File: src/rtl/upc_pkg.sv
package upc_pkg;

   localparam int UA_W  = 7;
   localparam int SEL_W = 3;

   typedef enum logic [1:0] {
      CD_U = 2'd0,   // always true
      CD_I = 2'd1,   // indirect flag of the data register
      CD_S = 2'd2,   // accumulator sign
      CD_Z = 2'd3    // accumulator zero
   } cond_e;

   typedef enum logic [1:0] {
      BR_JMP  = 2'd0,
      BR_CALL = 2'd1,
      BR_RET  = 2'd2,
      BR_MAP  = 2'd3
   } br_e;

   typedef struct packed {
      logic [SEL_W-1:0] f1;
      logic [SEL_W-1:0] f2;
      logic [SEL_W-1:0] f3;
      cond_e            cd;
      br_e              br;
      logic [UA_W-1:0]  ad;
   } uword_t;

   // first selector
   localparam logic [2:0] S1_ADD   = 3'd1;
   localparam logic [2:0] S1_CLR   = 3'd2;
   localparam logic [2:0] S1_INC   = 3'd3;
   localparam logic [2:0] S1_D2A   = 3'd4;
   localparam logic [2:0] S1_D2AR  = 3'd5;
   localparam logic [2:0] S1_P2AR  = 3'd6;
   localparam logic [2:0] S1_WR    = 3'd7;
   // second selector
   localparam logic [2:0] S2_SUB   = 3'd1;
   localparam logic [2:0] S2_OR    = 3'd2;
   localparam logic [2:0] S2_AND   = 3'd3;
   localparam logic [2:0] S2_RD    = 3'd4;
   localparam logic [2:0] S2_A2D   = 3'd5;
   localparam logic [2:0] S2_INCD  = 3'd6;
   localparam logic [2:0] S2_P2D   = 3'd7;
   // third selector
   localparam logic [2:0] S3_XOR   = 3'd1;
   localparam logic [2:0] S3_COM   = 3'd2;
   localparam logic [2:0] S3_SHL   = 3'd3;
   localparam logic [2:0] S3_SHR   = 3'd4;
   localparam logic [2:0] S3_INCP  = 3'd5;
   localparam logic [2:0] S3_AR2P  = 3'd6;

   // microaddresses the sequence depends on
   localparam logic [UA_W-1:0] UA_FETCH   = 7'd64;
   localparam logic [UA_W-1:0] UA_DECODE  = 7'd66;
   localparam logic [UA_W-1:0] UA_INDIR   = 7'd67;
   localparam logic [UA_W-1:0] UA_IND_RET = 7'd68;
   localparam logic [UA_W-1:0] UA_ADD_EXE = 7'd2;
   localparam logic [UA_W-1:0] UA_XCH_SWP = 7'd14;

   function automatic uword_t mk_uw(input logic [2:0] a, input logic [2:0] b,
                                    input logic [2:0] c, input cond_e cd,
                                    input br_e br, input logic [UA_W-1:0] ad);
      uword_t w;
      w.f1 = a;
      w.f2 = b;
      w.f3 = c;
      w.cd = cd;
      w.br = br;
      w.ad = ad;
      return w;
   endfunction

endpackage

File: src/rtl/upc_ucode_rom.sv
module upc_ucode_rom
   import upc_pkg::*;
(
   input  logic [UA_W-1:0] addr,
   output uword_t          word
);

   function automatic uword_t rom_word(input logic [UA_W-1:0] a);
      case (a)
         // add routine
         7'd0:  return mk_uw(3'd0,    3'd0,    3'd0,    CD_I, BR_CALL, UA_INDIR);
         7'd1:  return mk_uw(3'd0,    S2_RD,   3'd0,    CD_U, BR_JMP,  7'd2);
         7'd2:  return mk_uw(S1_ADD,  3'd0,    3'd0,    CD_U, BR_JMP,  UA_FETCH);
         // branch routine
         7'd4:  return mk_uw(3'd0,    3'd0,    3'd0,    CD_S, BR_JMP,  7'd6);
         7'd5:  return mk_uw(3'd0,    3'd0,    3'd0,    CD_U, BR_JMP,  UA_FETCH);
         7'd6:  return mk_uw(3'd0,    3'd0,    3'd0,    CD_I, BR_CALL, UA_INDIR);
         7'd7:  return mk_uw(3'd0,    3'd0,    S3_AR2P, CD_U, BR_JMP,  UA_FETCH);
         // store routine
         7'd8:  return mk_uw(3'd0,    3'd0,    3'd0,    CD_I, BR_CALL, UA_INDIR);
         7'd9:  return mk_uw(3'd0,    S2_A2D,  3'd0,    CD_U, BR_JMP,  7'd10);
         7'd10: return mk_uw(S1_WR,   3'd0,    3'd0,    CD_U, BR_JMP,  UA_FETCH);
         // exchange routine
         7'd12: return mk_uw(3'd0,    3'd0,    3'd0,    CD_I, BR_CALL, UA_INDIR);
         7'd13: return mk_uw(3'd0,    S2_RD,   3'd0,    CD_U, BR_JMP,  7'd14);
         7'd14: return mk_uw(S1_D2A,  S2_A2D,  3'd0,    CD_U, BR_JMP,  7'd15);
         7'd15: return mk_uw(S1_WR,   3'd0,    3'd0,    CD_U, BR_JMP,  UA_FETCH);
         // common fetch and decode
         7'd64: return mk_uw(S1_P2AR, 3'd0,    3'd0,    CD_U, BR_JMP,  7'd65);
         7'd65: return mk_uw(3'd0,    S2_RD,   S3_INCP, CD_U, BR_JMP,  7'd66);
         7'd66: return mk_uw(S1_D2AR, 3'd0,    3'd0,    CD_U, BR_MAP,  7'd0);
         // indirect resolution subroutine
         7'd67: return mk_uw(3'd0,    S2_RD,   3'd0,    CD_U, BR_JMP,  7'd68);
         7'd68: return mk_uw(S1_D2AR, 3'd0,    3'd0,    CD_U, BR_RET,  7'd0);
         default: return mk_uw(3'd0,  3'd0,    3'd0,    CD_U, BR_JMP,  UA_FETCH);
      endcase
   endfunction

   always_comb word = rom_word(addr);

endmodule

File: src/rtl/upc_sel_dec.sv
module upc_sel_dec #(
   parameter int IN_W = 3,
   localparam int OUT_N = 1 << IN_W
) (
   input  logic [IN_W-1:0]  code,
   output logic [OUT_N-1:0] hot
);

   always_comb begin
      hot       = '0;
      hot[code] = 1'b1;
   end

endmodule

File: src/rtl/upc_seq.sv
module upc_seq
   import upc_pkg::*;
#(
   parameter int OPC_W = 4
) (
   input  logic             clk,
   input  logic             rst_n,
   input  uword_t           uw,
   input  logic             c_ind,
   input  logic             c_sign,
   input  logic             c_zero,
   input  logic [OPC_W-1:0] opcode,
   output logic [UA_W-1:0]  car,
   output logic [UA_W-1:0]  sbr
);

   logic            taken;
   logic [UA_W-1:0] car_inc;
   logic [UA_W-1:0] map_ua;

   always_comb begin
      unique case (uw.cd)
         CD_U:    taken = 1'b1;
         CD_I:    taken = c_ind;
         CD_S:    taken = c_sign;
         default: taken = c_zero;
      endcase
   end

   assign car_inc = car + 1'b1;
   assign map_ua  = UA_W'({opcode, 2'b00});

   always_ff @(posedge clk) begin
      if (!rst_n) begin
         car <= UA_FETCH;
         sbr <= '0;
      end else begin
         unique case (uw.br)
            BR_JMP:  car <= taken ? uw.ad : car_inc;
            BR_CALL: begin
               if (taken) begin
                  car <= uw.ad;
                  sbr <= car_inc;
               end else begin
                  car <= car_inc;
               end
            end
            BR_RET:  car <= sbr;
            default: car <= map_ua;
         endcase
      end
   end

endmodule

File: src/rtl/upc_dp.sv
module upc_dp #(
   parameter int DATA_W    = 16,
   parameter int ADDR_W    = 11,
   parameter bit SHR_ARITH = 1'b0
) (
   input  logic              clk,
   input  logic              rst_n,
   input  logic [7:0]        h1,
   input  logic [7:0]        h2,
   input  logic [7:0]        h3,
   input  logic [DATA_W-1:0] mem_rdata,
   output logic [ADDR_W-1:0] ar_q,
   output logic [ADDR_W-1:0] pc_q,
   output logic [DATA_W-1:0] dr_q,
   output logic [DATA_W-1:0] ac_q
);

   logic [DATA_W-1:0] ac_nxt;
   logic [DATA_W-1:0] shr_val;

   generate
      if (SHR_ARITH) begin : g_shr_arith
         assign shr_val = {ac_q[DATA_W-1], ac_q[DATA_W-1:1]};
      end else begin : g_shr_logic
         assign shr_val = {1'b0, ac_q[DATA_W-1:1]};
      end
   endgenerate

   // F1 wins over F2, F2 over F3 when several touch the accumulator
   always_comb begin
      ac_nxt = ac_q;
      if (h3[1]) ac_nxt = ac_q ^ dr_q;
      if (h3[2]) ac_nxt = ~ac_q;
      if (h3[3]) ac_nxt = ac_q << 1;
      if (h3[4]) ac_nxt = shr_val;
      if (h2[1]) ac_nxt = ac_q - dr_q;
      if (h2[2]) ac_nxt = ac_q | dr_q;
      if (h2[3]) ac_nxt = ac_q & dr_q;
      if (h1[1]) ac_nxt = ac_q + dr_q;
      if (h1[2]) ac_nxt = '0;
      if (h1[3]) ac_nxt = ac_q + 1'b1;
      if (h1[4]) ac_nxt = dr_q;
   end

   always_ff @(posedge clk) begin
      if (!rst_n) begin
         ar_q <= '0;
         pc_q <= '0;
         dr_q <= '0;
         ac_q <= '0;
      end else begin
         ac_q <= ac_nxt;

         if (h1[5])      ar_q <= dr_q[ADDR_W-1:0];
         else if (h1[6]) ar_q <= pc_q;

         if (h3[6])      pc_q <= ar_q;
         else if (h3[5]) pc_q <= pc_q + 1'b1;

         if (h2[4])      dr_q <= mem_rdata;
         else if (h2[5]) dr_q <= ac_q;
         else if (h2[6]) dr_q <= dr_q + 1'b1;
         else if (h2[7]) dr_q[ADDR_W-1:0] <= pc_q;
      end
   end

endmodule

File: src/rtl/upc_core.sv
module upc_core
   import upc_pkg::*;
#(
   parameter int DATA_W    = 16,
   parameter int ADDR_W    = 11,
   parameter int OPC_W     = 4,
   parameter bit SHR_ARITH = 1'b0
) (
   input  logic              clk,
   input  logic              rst_n,
   output logic [ADDR_W-1:0] mem_addr,
   output logic [DATA_W-1:0] mem_wdata,
   output logic              mem_we,
   input  logic [DATA_W-1:0] mem_rdata,
   output logic [DATA_W-1:0] acc_o,
   output logic [ADDR_W-1:0] pc_o,
   output logic              fetch_o
);

   localparam int N_SEL  = 3;
   localparam int OPC_LO = DATA_W - 1 - OPC_W;

   generate
      if (DATA_W != 1 + OPC_W + ADDR_W) begin : g_bad_format
         $error("instruction word must be flag + opcode + address");
      end
      if (OPC_W + 3 != UA_W) begin : g_bad_map
         $error("opcode width must leave four words per routine");
      end
      if (SEL_W != 3) begin : g_bad_sel
         $error("selectors must be three bits wide");
      end
   endgenerate

   uword_t            uw;
   logic [UA_W-1:0]   car_q;
   logic [UA_W-1:0]   sbr_q;
   logic [SEL_W-1:0]  sel   [N_SEL];
   logic [7:0]        hot   [N_SEL];
   logic [ADDR_W-1:0] ar_q;
   logic [ADDR_W-1:0] pc_q;
   logic [DATA_W-1:0] dr_q;
   logic [DATA_W-1:0] ac_q;

   upc_ucode_rom u_rom (
      .addr (car_q),
      .word (uw)
   );

   assign sel[0] = uw.f1;
   assign sel[1] = uw.f2;
   assign sel[2] = uw.f3;

   generate
      for (genvar g = 0; g < N_SEL; g++) begin : g_dec
         upc_sel_dec #(.IN_W(SEL_W)) u_dec (
            .code (sel[g]),
            .hot  (hot[g])
         );
      end
   endgenerate

   upc_seq #(.OPC_W(OPC_W)) u_seq (
      .clk    (clk),
      .rst_n  (rst_n),
      .uw     (uw),
      .c_ind  (dr_q[DATA_W-1]),
      .c_sign (ac_q[DATA_W-1]),
      .c_zero (ac_q == '0),
      .opcode (dr_q[OPC_LO +: OPC_W]),
      .car    (car_q),
      .sbr    (sbr_q)
   );

   upc_dp #(
      .DATA_W    (DATA_W),
      .ADDR_W    (ADDR_W),
      .SHR_ARITH (SHR_ARITH)
   ) u_dp (
      .clk       (clk),
      .rst_n     (rst_n),
      .h1        (hot[0]),
      .h2        (hot[1]),
      .h3        (hot[2]),
      .mem_rdata (mem_rdata),
      .ar_q      (ar_q),
      .pc_q      (pc_q),
      .dr_q      (dr_q),
      .ac_q      (ac_q)
   );

   assign mem_addr  = ar_q;
   assign mem_wdata = dr_q;
   assign mem_we    = hot[0][7];
   assign acc_o     = ac_q;
   assign pc_o      = pc_q;
   assign fetch_o   = (car_q == UA_FETCH);

endmodule

File: config.mk
export PLATFORM = sky130hd
export DESIGN_NAME = upc_core
export DESIGN_NICKNAME = d
export VERILOG_FILES = /design/src/rtl/upc_pkg.sv /design/src/rtl/upc_ucode_rom.sv /design/src/rtl/upc_sel_dec.sv /design/src/rtl/upc_seq.sv /design/src/rtl/upc_dp.sv /design/src/rtl/upc_core.sv
export SDC_FILE = /design/constraint.sdc
export NUM_CORES = 1
export LEC_CHECK = 0
export BUFFER_PORTS_ARGS = -buffer_cell sky130_fd_sc_hd__buf_2
export CAP_MARGIN = 10
export CORE_UTILIZATION = 50
export DETAILED_ROUTE_END_ITERATION = 7
export GPL_TIMING_DRIVEN = 0
export PLACE_DENSITY = 0.72
export SLEW_MARGIN = 20
export SYNTH_ARGS = -nofsm -noshare
export SYNTH_HDL_FRONTEND = slang
export SYNTH_SLANG_ARGS = --single-unit
File: constraint.sdc
create_clock -name clk -period 4.08 [get_ports clk]
set_clock_uncertainty 0.2 [all_clocks]
set_input_delay 0.612 -clock clk [delete_from_list [all_inputs] [get_ports clk]]
set_output_delay 0.612 -clock clk [all_outputs]
set_load 0.02 [all_outputs]
== After elaboration in Yosys (flattened, before gate mapping) ==
Index checks and enable logic that the tools add are counted.
Operators by class
  muxes and demuxes: 30
  bitwise logic cells: 4
  magnitude comparators: 6
  $add $sub $neg: 6
  eq/ne operators: 21
  reductions and logical operators: 16
Operators with widths (number)
  case mux 20 bit (14 select lines): 1
  two-way mux 16 bit: 13
  two-way mux 11 bit: 6
  == test 7 x 4 -> 1 bit, second input constant: 7
  == test 7 bit, second input constant: 5
  adder 16 x 1 -> 16 bit, second input constant: 2
  == test 7 x 3 -> 1 bit, second input constant: 3
  adder 16 bit: 1
  AND 16 bit: 1
  zero test 16 bit: 1
  NOT 16 bit: 1
  bitwise OR 16 bit: 1
  subtractor 16 bit: 1
  XOR 16 bit: 1
  case mux 7 bit (2 select lines): 1
  less-than comparator 3 x 4 -> 1 bit, second input constant: 3
  adder 11 x 1 -> 11 bit, second input constant: 1
  nonzero test 11 bit: 1
  demux 1 bit (select 3 bit): 3
  >= comparator 3 x 1 -> 1 bit, second input constant: 3
  adder 7 x 1 -> 7 bit, second input constant: 1
  == test 7 x 1 -> 1 bit, second input constant: 1
  == test 7 x 2 -> 1 bit, second input constant: 1
  zero test 7 bit: 1
  other kinds (14): 23
Storage, ports and cells
  register bits after elaboration: 68
  output and inout bits: 56
  word-level logic and storage cells: 90

== Depth between registers and ports, before layout ==
Gate-level depths: netlist of the first run.
  depth after elaboration: 18
  depth in mapped cells: 11
  gate-level depth less buffers: 9

== Cells and area by module ==
From an unflattened synthesis of the first run, not the netlist that was laid out.
Second synthesis, totals
  cell total of the unflattened synthesis: 1077
  area, all modules: 7892.6 µm²
Modules (own cells, without submodules)
  upc_dp: cells each 889, area an instance 6392.4 µm², times used 1
  upc_seq: cells each 79, area an instance 753.2 µm², times used 1
  upc_ucode_rom: cells each 78, area an instance 495.5 µm², times used 1
  upc_sel_dec: cells each 8, area an instance 65.1 µm², times used 3
  upc_core: cells each 7, area an instance 56.3 µm², times used 1

== Least setup slack after synthesis of the first run ==
OpenSTA, ideal clock, no wires.
  path type: register -> output
  from: reg u_seq.car[0]
  to: out mem_we
  slack: 1.286 ns
  path buffers: 2
  data required time: 3.268 ns
  stages on the path, launching flop included: 8
  data arrival time: 1.982 ns
  cells stage by stage: dfxtp_1 inv_1 ha_1 or3b_2 or2_1 clkbuf_1 clkbuf_1 a21oi_1
Between the ends
  word-level cells in the longest chain between the ends: 7
  elaborated cells on any way between the ends: 26
  those cells by class: order compare (2); eq/ne (17); mux (3); reduce/logical (4)
RTL lines
  start: declaration: RTL line upc_seq.sv:13  | output logic [UA_W-1:0] car,
  start signal: assignment: RTL line upc_seq.sv:39  | BR_JMP: car <= taken ? uw.ad : car_inc;
  start signal: assignment: RTL line upc_seq.sv:42  | car <= uw.ad;
  start signal: assignment: RTL line upc_seq.sv:45  | car <= car_inc;
  == test 7 x 3 -> 1 bit (tied with other cells): RTL line upc_ucode_rom.sv:9  | case (a)
  OR reduction 4 bit (no source line) / OR reduction 2 bit (equally long branches)
  case mux 20 bit (14 select lines) *: RTL line upc_ucode_rom.sv:9
  less-than comparator 3 x 4 -> 1 bit (not written as such) / >= comparator 3 x 1 -> 1 bit (equally long branches): RTL line upc_sel_dec.sv:11  | hot[code] = 1'b1;
  logical AND 1 bit (not written as such): RTL line upc_sel_dec.sv:11
  two-way mux 1 bit (not written as such): RTL line upc_sel_dec.sv:11
  demux 1 bit (select 3 bit) *
  end: declaration: RTL line upc_core.sv:13  | output logic mem_we,
Mark *: on every way between the ends. The rest lies on a longest branch, timed or not.

== Worst setup path after layout of the first run ==
Ends and elaborated chain as after synthesis.

==> results of run 1 <==
[registers in the layout (all words and copies together) (netlist names)]
name	flops
u_dp.ac_q	16
u_seq.car	7
u_seq.sbr	7
u_dp.dr_q	16
u_dp.pc_q	11
u_dp.ar_q	11
[power by group through the flow]
stage	Combinational (mW)	Clock (mW)	Sequential (mW)
6_report	1.29	0.670	0.916
5_1_grt	1.41	0.698	0.929
4_1_cts	1.28	0.668	0.909
3_5_place_dp	1.28	0	0.925
3_3_place_gp	1.25	0	0.922
2_1_floorplan	0.877	0	0.962
[Yosys cell counts (5+ instances only)]
cell,number
nand2b_1,7
xnor2_1,9
nor4_1,6
nor2_1,40
nor3_1,10
mux2i_1,30
a21oi_1,51
inv_1,36
o21ai_0,26
xor2_1,5
a211oi_1,22
a22oi_1,24
dfxtp_1,68
ha_1,36
nor2b_1,10
clkbuf_1,23
nand2_1,43
nand3_1,11
[worst min-delay path by stage]
| stage | to | slack, ns | cells after the start |
|---|---|---|---|
| 6_report | u_seq.sbr[5] | 0.28 | 1 |
| 5_1_grt | u_dp.dr_q[1] | 0.29 | 3 |
| 4_1_cts | u_dp.dr_q[1] | 0.28 | 3 |
| 3_5_place_dp | u_seq.car[6] | 0.27 | 2 |
| 3_3_place_gp | u_seq.car[1] | 0.25 | 2 |
| 2_1_floorplan | u_seq.car[6] | 0.24 | 2 |
[routing by layer]
metal	wire [um]	vias up	global-route usage [%]
met5	0	-	0
met4	393	0	13.4
met3	846	31	5.35
met2	6190	156	46.2
met1	5870	2142	35.2
li1	-	2146	-
[metrics by stage]
| step | std cells | setup WS [ns] | util, % |
|---|---|---|---|
| after floorplan | 550 | 1.29 | - |
| after global placement | 731 | 0.887 | 57.5 |
| after detailed placement | 731 | 0.866 | 57.5 |
| after CTS | 747 | 0.464 | 60.1 |
| after global routing | 747 | 0.327 | 60.1 |
| final | 747 | 0.481 | 60.1 |
[worst reg2reg max path: cells and delay by family (launching register included)]
kind,cells,cell delay [ns]
buf+inv,2,0.49
flops,1,0.37
mux,1,0.34
compound gates,4,0.95
simple gates,1,0.36
fa+ha+maj,1,0.21
[cells by family (layout without fill, tap and decap cells)]
group | Yosys count | in the layout | share of synthesized area (%)
mux | 32 | 32 | 7.15
buf+inv | 71 | 160 | 6.85
simple gates | 155 | 155 | 17.4
fa+ha+maj | 37 | 37 | 10.4
xor+xnor | 14 | 14 | 2.72
flops | 68 | 68 | 30.2
compound gates | 173 | 173 | 25.3
[cell type report]
cell class,count,area [um2]
clock buffer,9,124
sequential,68,1360
buffer,35,174
inverter,36,135
tap,108,135
clock inverter,7,105
multi-input combinational,411,2840
fill,779,3480
timing repair buffer,73,365
==> reports/qor.yml, run 1 <==
status: "complete, no violations"
initial_utilization_pct: 51.8
rsz0062_at_grt: "false"
dpl-instance-area_um2: 5010
drc: 0
via_per_inst: 5.99
synth_cells: 550
crit_type: "flop to output pin"
worst_pin_slew_ns: 1.06
synth_area_leaders: "dfxtp_1 30%, ha_1 10%, mux2i_1 6.7%"
drt_iter0_markers: 220
synthDistinctLibCells: 67
drt_wl_total_um: 13300
rrSetupSlack_ns: 1.02
n_antenna_cell: 0
drive_gt1_share_pct: 17.7
ys_warn_count: 0
endpoint: "mem_we"
maxCapViolCount: 0
clock-sinks: 68
hold_start: "u_seq.sbr[5]"
max_freq_mhz: 278
p_int_mw: 1.60
switchingPower_mw: 1.28
fp.dieH_um: 97.0
clock_latency_ns: 0.36
p_leak_nw: 2.25
syn_nets: 605
slowest_delay_ns: 0.49
htreeDepth: 3
routabilityCongestion: 0.872
r2r_end: "u_dp.ac_q[9]"
syn_avg_cell_area_um2: 8.21
portBuffers: 73
fp.dieArea_um2: 9410
hold_buffers: 0
cts_setup_buffers: 0
ys.flop_type: "dfxtp_1"
synth.top_cell.area_share_pct: 30.2
min_period_over_period_pct: 88.2
slew_viol_final: 0
final_cell_area_um2: 5240
synthArstFlopShare_pct: 0
crit_start: "u_seq.car[0]"
grt_pass1_wl_um: 21000
syn_to_final_growth_pct: 16.2
final_cell_mix: "77 x buf_2, 68 x dfxtp_1, 51 x a21oi_1, 43 x nand2_1, 40 x nor2_1"
p_clk_share_pct: 23.3
clockBufferDepth: 2
worstPathMaxFanout: 10
required_ns: 3.27
grt_max_degree: 15
ant_nets: 0
syn_area_um2: 4510
timing.critical_path.buf_inv: 4
yosysSeqAreaShare_pct: 30.2
cts-root-buf: "clkbuf_8"
pwr-share-comb_pct: 44.9
synth_edf_count: 0
path_cells: "inv_1, ha_1, or3b_2, or2_1, clkbuf_1, clkbuf_1, a21oi_1, buf_2"
switching_share_pct: 44.4
ios: 74
path_clk_slew_ns: 0.08
crit_arrival_ns: 2.79
r2r_cells: 9
mostFrequentLayoutCell: "buf_2"
cpMaxStageDelayCell: "or3b_2"
hold_viol: 0
antenna_found_initial: 0
die_w_um: 97.0
cts_buffers: 9
synth_top_area_cell: "dfxtp_1"
seq_power_share_pct: 31.8
synth_seq_cells: 68
cpLargestDelayFamily: "buffers and inverters"
grt_pass1_vias: 4159
power_density_nw_per_um2: 549
dr.pass1.iters: 6
rows: 34
fin_total_pwr_mw: 2.88
critical_path.most_common_cell: "clkbuf_1"
cts_tree: "built"
whs_ns: 0.283
hp-class: "flop to flop"
r2r-start: "u_seq.car[0]"
num-nets-final: 689
vdd_drop_max_v: 0.000203
setup_viol: 0
setup_tns_ns: 0
ctsResizeCount: 0
worst_setup_path_end_kind: "output pin"
dp_hpwl_um: 9860
coreArea_um2: 8720
num_vias: 4475
relSlewSlack_pct: 29.0
post-route-min-period_ns: 3.60
grt_use_total_pct: 28.1
overflow: 0
start_kind: "flop"
routedWlPerCell_um: 17.8
crit_cells: 8
(Power assumes the default switching activity.)
==> run 2: changes to the inputs <==
==> constraint.sdc (replaced) <==
create_clock -name clk -period 4.08 [get_ports clk]
set_clock_uncertainty 0.2 [all_clocks]
set_input_delay 0.204 -clock clk [delete_from_list [all_inputs] [get_ports clk]]
set_output_delay 0.204 -clock clk [all_outputs]
set_load 0.02 [all_outputs]
==> run 2 against run 1 <==
  * Combinational power about the same
  * Clock-buffer cell count unchanged
  * Total power up 0.25%
  * Utilization up 1.7 points
==> reports/qor.yml, run 2 (synthesis gave the netlist of run 1 again) <==
drc: 0  # unchanged
ctsResizeCount: 0  # unchanged
path_clk_slew_ns: 0.08  # about the same
routabilityCongestion: 0.872  # unchanged
portBuffers: 73  # unchanged
worst_pin_slew_ns: 1.05  # -0.00948 ns
relSlewSlack_pct: 29.6  # +0.64 points
hold_viol: 0  # unchanged
hp-class: "input pin to flop"
cpLargestDelayFamily: "buffers and inverters"
drive_gt1_share_pct: 17.3  # -0.41 points
crit_type: "flop to output pin"
worst_setup_path_end_kind: "output pin"
via_per_inst: 5.91  # -1.3%
power_density_nw_per_um2: 535  # -2.5%
slowest_delay_ns: 0.49  # about the same
clock-sinks: 68  # unchanged
start_kind: "flop"
n_antenna_cell: 0  # unchanged
setup_viol: 0  # unchanged
num_vias: 4505  # +0.67%
overflow: 0  # unchanged
rsz0062_at_grt: "false"
clock_latency_ns: 0.36  # about the same
setup_tns_ns: 0  # unchanged
antenna_found_initial: 0  # unchanged
crit_arrival_ns: 2.79  # about the same
final_cell_mix: "77 x buf_2, 68 x dfxtp_1, 51 x a21oi_1, 43 x nand2_1, 40 x nor2_1"
htreeDepth: 3  # unchanged
routedWlPerCell_um: 17.6  # -1.1%
num-nets-final: 704  # +2.2%
dp_slack_ns: 1.09  # +0.221 ns
grt_pass1_vias: 4276  # +2.8%
fp.dieArea_um2: 9410  # unchanged
path_cells: "inv_1, ha_1, or3b_2, or2_1, clkbuf_1, clkbuf_1, a21oi_1, buf_2"
ant_nets: 0  # unchanged
drt_iter0_markers: 260  # +18%
mostFrequentLayoutCell: "buf_2"
use_met1_pct: 35.7  # +0.50 points
p_leak_nw: 2.32  # +2.8%
required_ns: 3.68  # +0.41 ns
status: "complete, no violations"
grt_util_met2_pct: 47.5  # +1.2 points
rows: 34  # unchanged
slew_viol_final: 0  # unchanged
grt_use_total_pct: 28.6  # +0.52 points
post-route-min-period_ns: 3.19  # -0.408 ns
drt_wl_total_um: 13400  # +0.92%
clockBufferDepth: 2  # unchanged
cts_buffers: 9  # unchanged
grt_pass1_wl_um: 21400  # +1.9%
ios: 74  # unchanged
coreArea_um2: 8720  # unchanged
initial_utilization_pct: 51.8  # unchanged
critical_path.most_common_cell: "clkbuf_1"
grtUsageMet3_pct: 5.06  # -0.29 points
syn_to_final_growth_pct: 19.5
grt.busiest_layer: "met2"
dp_hpwl_um: 9860  # unchanged
die_w_um: 97.0  # unchanged
setup_ws_ns: 0.889  # +0.408 ns
fp.dieH_um: 97.0  # unchanged
worstPathMaxFanout: 10  # unchanged
cts-root-buf: "clkbuf_8"
grt_max_degree: 15  # unchanged
maxCapViolCount: 0  # unchanged
cts_tree: "built"
cts_setup_buffers: 0  # unchanged
dr.pass1.iters: 5  # -1
reg_top3: "u_dp.ac_q x16, u_dp.dr_q x16"
fillCellCount: 766  # -1.7%
timing.critical_path.buf_inv: 4  # unchanged
max_freq_mhz: 313  # +13%
cpMaxStageDelayCell: "or3b_2"
min_period_over_period_pct: 78.2  # -10 points
vdd_drop_max_v: 0.000206  # +1.5%
-- run 2: final cells by class --
type	count	area, um2	area share [%]
Buffer	35	174	3.22
Clock buffer	9	124	2.30
Clock inverter	7	105	1.95
Inverter	36	135	2.51
Multi-Input combinational cell	411	2840	52.7
Sequential cell	68	1360	25.2
Tap cell	108	135	2.51
Timing Repair Buffer	88	515	9.56
-- run 2: what timing repair did --
| action | in CTS | in global routing |
|---|---|---|
| endpoints found under the hold margin | 17 | 0 |
| setup endpoints to repair | 0 | 0 |
| hold buffers | 15 | 0 |
-- run 2: path summary, 6_finish.rpt --
check | from | endpoint | slack, ns | depth (start not counted)
setup / recovery | u_seq.car[0] | mem_we | 0.89 | 8
hold reg to reg | u_dp.ar_q[9] | u_dp.ar_q[9] | 0.28 | 2
setup reg to reg | u_seq.car[0] | u_dp.ac_q[9] | 1.03 | 9
hold / removal | mem_rdata[12] | u_dp.dr_q[12] | 0.04 | 3
-- run 2: per-layer routing --
layer / vias to the layer above / share of wire, %
met2: 158 / 47
met1: 2141 / 43
met5: - / 0
met4: 0 / 3.0
met3: 33 / 6.3
li1: 2173 / -
-- run 2: metrics by stage --
stage / instances / instance area (um2) / power (mW) / hold WS, ns / utilization [%]
final: 762 / 5390 / 2.88 / 0.0425 / 61.9
after detailed placement: 731 / 5010 / 2.20 / 0.254 / 57.5
after global routing: 762 / 5390 / 3.05 / 0.0500 / 61.9
after global placement: 731 / 5010 / 2.18 / 0.252 / 57.5
after floorplan: 550 / 4510 / 1.84 / 0.144 / -
after CTS: 762 / 5390 / 2.87 / 0.0373 / 61.9
-- run 2: worst reg2reg max path, cell delays in order, from the launching register on --
cell and delay (ns):
dfxtp_1 0.37, ha_1 0.21, clkbuf_1 0.20, nor4bb_1 0.36, o211ai_1 0.20, a2111oi_2 0.55
buf_4 0.29, mux2_2 0.34, o21ai_0 0.15, a21oi_1 0.05
-- run 2: power breakdown --
group          switching, mW  internal [mW]  leakage, nW
Clock                  0.309          0.355        0.113
Sequential             0.149          0.765        0.551
Combinational          0.816          0.489         1.65
Total                   1.27           1.61         2.32
==> run 3: changes to the inputs <==
- PLACE_DENSITY: 0.72 -> 0.75
- clock period: 4.08 -> 2.9 ns (I/O delays scaled with it)
==> run 3 against run 2 <==
  * Sequential share of layout area fell by 0.39 points
  * Non-clock buffer count is 4 higher
  * Clock-buffer cell count unchanged
  * Setup slack got worse by 0.78 ns
  * Total power up 43%
  * Final area grew 1.6%
  * Worst hold slack improved by 0.23 ns
  * Critical endpoint unchanged
  * Largest cell class unchanged
==> reports/qor.yml, run 3 (synthesis gave the netlist of run 1 again) <==
hp-class: "flop to flop"
crit_arrival_ns: 2.45  # -0.34 ns
cts-root-buf: "clkbuf_8"
status: "complete, no violations"
worstPathMaxFanout: 10  # unchanged
reg_top3: "u_dp.ac_q x16, u_dp.dr_q x16"
crit_type: "flop to output pin"
rrSetupSlack_ns: 0.12  # -0.91 ns
power_density_nw_per_um2: 753  # +41%
start_kind: "flop"
drt_wl_total_um: 13700  # +1.9%
setup_tns_ns: 0  # unchanged
ios: 74  # unchanged
drc: 0  # unchanged
post-route-min-period_ns: 2.79
clock-sinks: 68  # unchanged
fp.dieH_um: 97.0  # unchanged
drive_gt1_share_pct: 19.1  # +1.9 points
r2r_cells: 8  # -1
final_core_util_pct: 62.9  # +1.0 points
dp_hpwl_um: 9820  # -0.40%
slowest_delay_ns: 0.48  # about the same
overflow: 0  # unchanged
num-nets-final: 708  # +0.57%
worst_setup_path_end_kind: "output pin"
r2r_end: "u_dp.ac_q[9]"
syn_to_final_growth_pct: 21.5
worst_pin_slew_ns: 1.05  # -0.000195 ns
whs_ns: 0.277  # +0.235 ns
fp.dieArea_um2: 9410  # unchanged
rsz0062_at_grt: "false"
dpl-instance-area_um2: 5010  # unchanged
grt_max_degree: 15  # unchanged
htreeDepth: 3  # unchanged
rows: 34  # unchanged
p_leak_nw: 2.36  # +2.0%
die_w_um: 97.0  # unchanged
cpMaxStageDelayCell: "or3b_2"
fin_total_pwr_mw: 4.13  # +43%
coreArea_um2: 8720  # unchanged
r2r-start: "u_seq.car[0]"
path_cells: "inv_1, ha_1, or3b_2, or2_2, buf_4, a21oi_1, buf_2"
maxCapViolCount: 0  # unchanged
mostFrequentLayoutCell: "buf_2"
min_period_over_period_pct: 96.2
cts_tree: "built"
clock_latency_ns: 0.36  # about the same
n_antenna_cell: 0  # unchanged
portBuffers: 73  # unchanged
hold_viol: 0  # unchanged
grt_pass1_wl_um: 22000  # +3.0%
hold_start: "u_seq.sbr[6]"
max_freq_mhz: 358
ant_nets: 0  # unchanged
clockBufferDepth: 2  # unchanged
num_vias: 4563  # +1.3%
final_cell_area_um2: 5480  # +1.6%
routabilityCongestion: 0.889  # +2.0%
initial_utilization_pct: 51.8  # unchanged
slew_viol_final: 0  # unchanged
dr.pass1.iters: 5  # unchanged
grt_pass1_vias: 4410  # +3.1%
holdPathStages: 2  # -1
required_ns: 2.56  # -1.12 ns
path_clk_slew_ns: 0.08  # about the same
cts_buffers: 9  # unchanged
final_cell_mix: "77 x buf_2, 67 x dfxtp_1, 50 x a21oi_1, 43 x nand2_1, 40 x nor2_1"
routedWlPerCell_um: 17.9  # +1.4%
antenna_found_initial: 0  # unchanged
drt_iter0_markers: 256  # -1.5%
vdd_drop_max_v: 0.000315  # +53%
holdPathEnd: "u_seq.car[6]"
setup_viol: 0  # unchanged
relSlewSlack_pct: 29.6  # about the same
grt_use_total_pct: 29.3  # +0.66 points
via_per_inst: 5.96  # +0.76%
-- run 3: worst max-delay path by stage --
stage                     slack, ns  cells past startpoint         start      endpoint
after floorplan                0.32                      9  u_seq.car[0]  u_dp.ac_q[9]
after global placement        -0.09                     10  u_seq.car[0]  u_dp.dr_q[9]
after detailed placement      -0.16                     10  u_seq.car[0]  u_dp.dr_q[8]
after CTS                     0.006                      8  u_seq.car[0]        mem_we
after global routing           0.01                      9  u_seq.car[1]  u_dp.ac_q[9]
final                          0.11                      7  u_seq.car[0]        mem_we
-- run 3: layout make-up --
class	count	area, um2
multi-input combinational	411	2880
clock inverter	7	105
fill	789	3240
tap	108	135
buffer	33	178
inverter	36	135
clock buffer	9	124
timing repair buffer	94	566
sequential	68	1360
-- run 3: worst max-delay path: cells and delay by family, from the launching register on --
| kind | cells | cell delay, ns |
|---|---|---|
| and+or+nand+nor | 2 | 0.91 |
| buffers and inverters | 3 | 0.50 |
| DFF | 1 | 0.35 |
| adders and majority gates | 1 | 0.17 |
| AOI/OAI and AO/OA | 1 | 0.14 |
-- run 3: per-stage QoR --
step           worst slack (ns)  std cells
3_3_place_gp            -0.0936        731
5_1_grt                  0.0143        766
3_5_place_dp             -0.164        731
4_1_cts                 0.00609        764
2_1_floorplan             0.320        550
6_report                  0.109        766
-- run 3: layer usage --
| layer | track usage [%] | wire length (um) | up-vias |
|---|---|---|---|
| met5 | 0 | 0 | - |
| met2 | 47.6 | 6540 | 177 |
| met4 | 13.1 | 338 | 0 |
| met3 | 5.71 | 923 | 29 |
| met1 | 37.4 | 5870 | 2171 |
| li1 | - | - | 2186 |
-- run 3: what timing repair did --
action                                  in CTS  in global routing
endpoints found under the setup margin      21                 34
endpoints found under the hold margin       19                  0
setup buffers                                0                  4
hold buffers                                17                  0
gates resized for setup                      6                 11
pin swaps                                    1                  3
-- run 3: power by group --
group / switching [mW] / internal, mW / total [mW]
Sequential: 0.211 / 1.08 / 1.29
Clock: 0.441 / 0.499 / 0.940
Combinational: 1.17 / 0.726 / 1.90
Total: 1.83 / 2.30 / 4.13
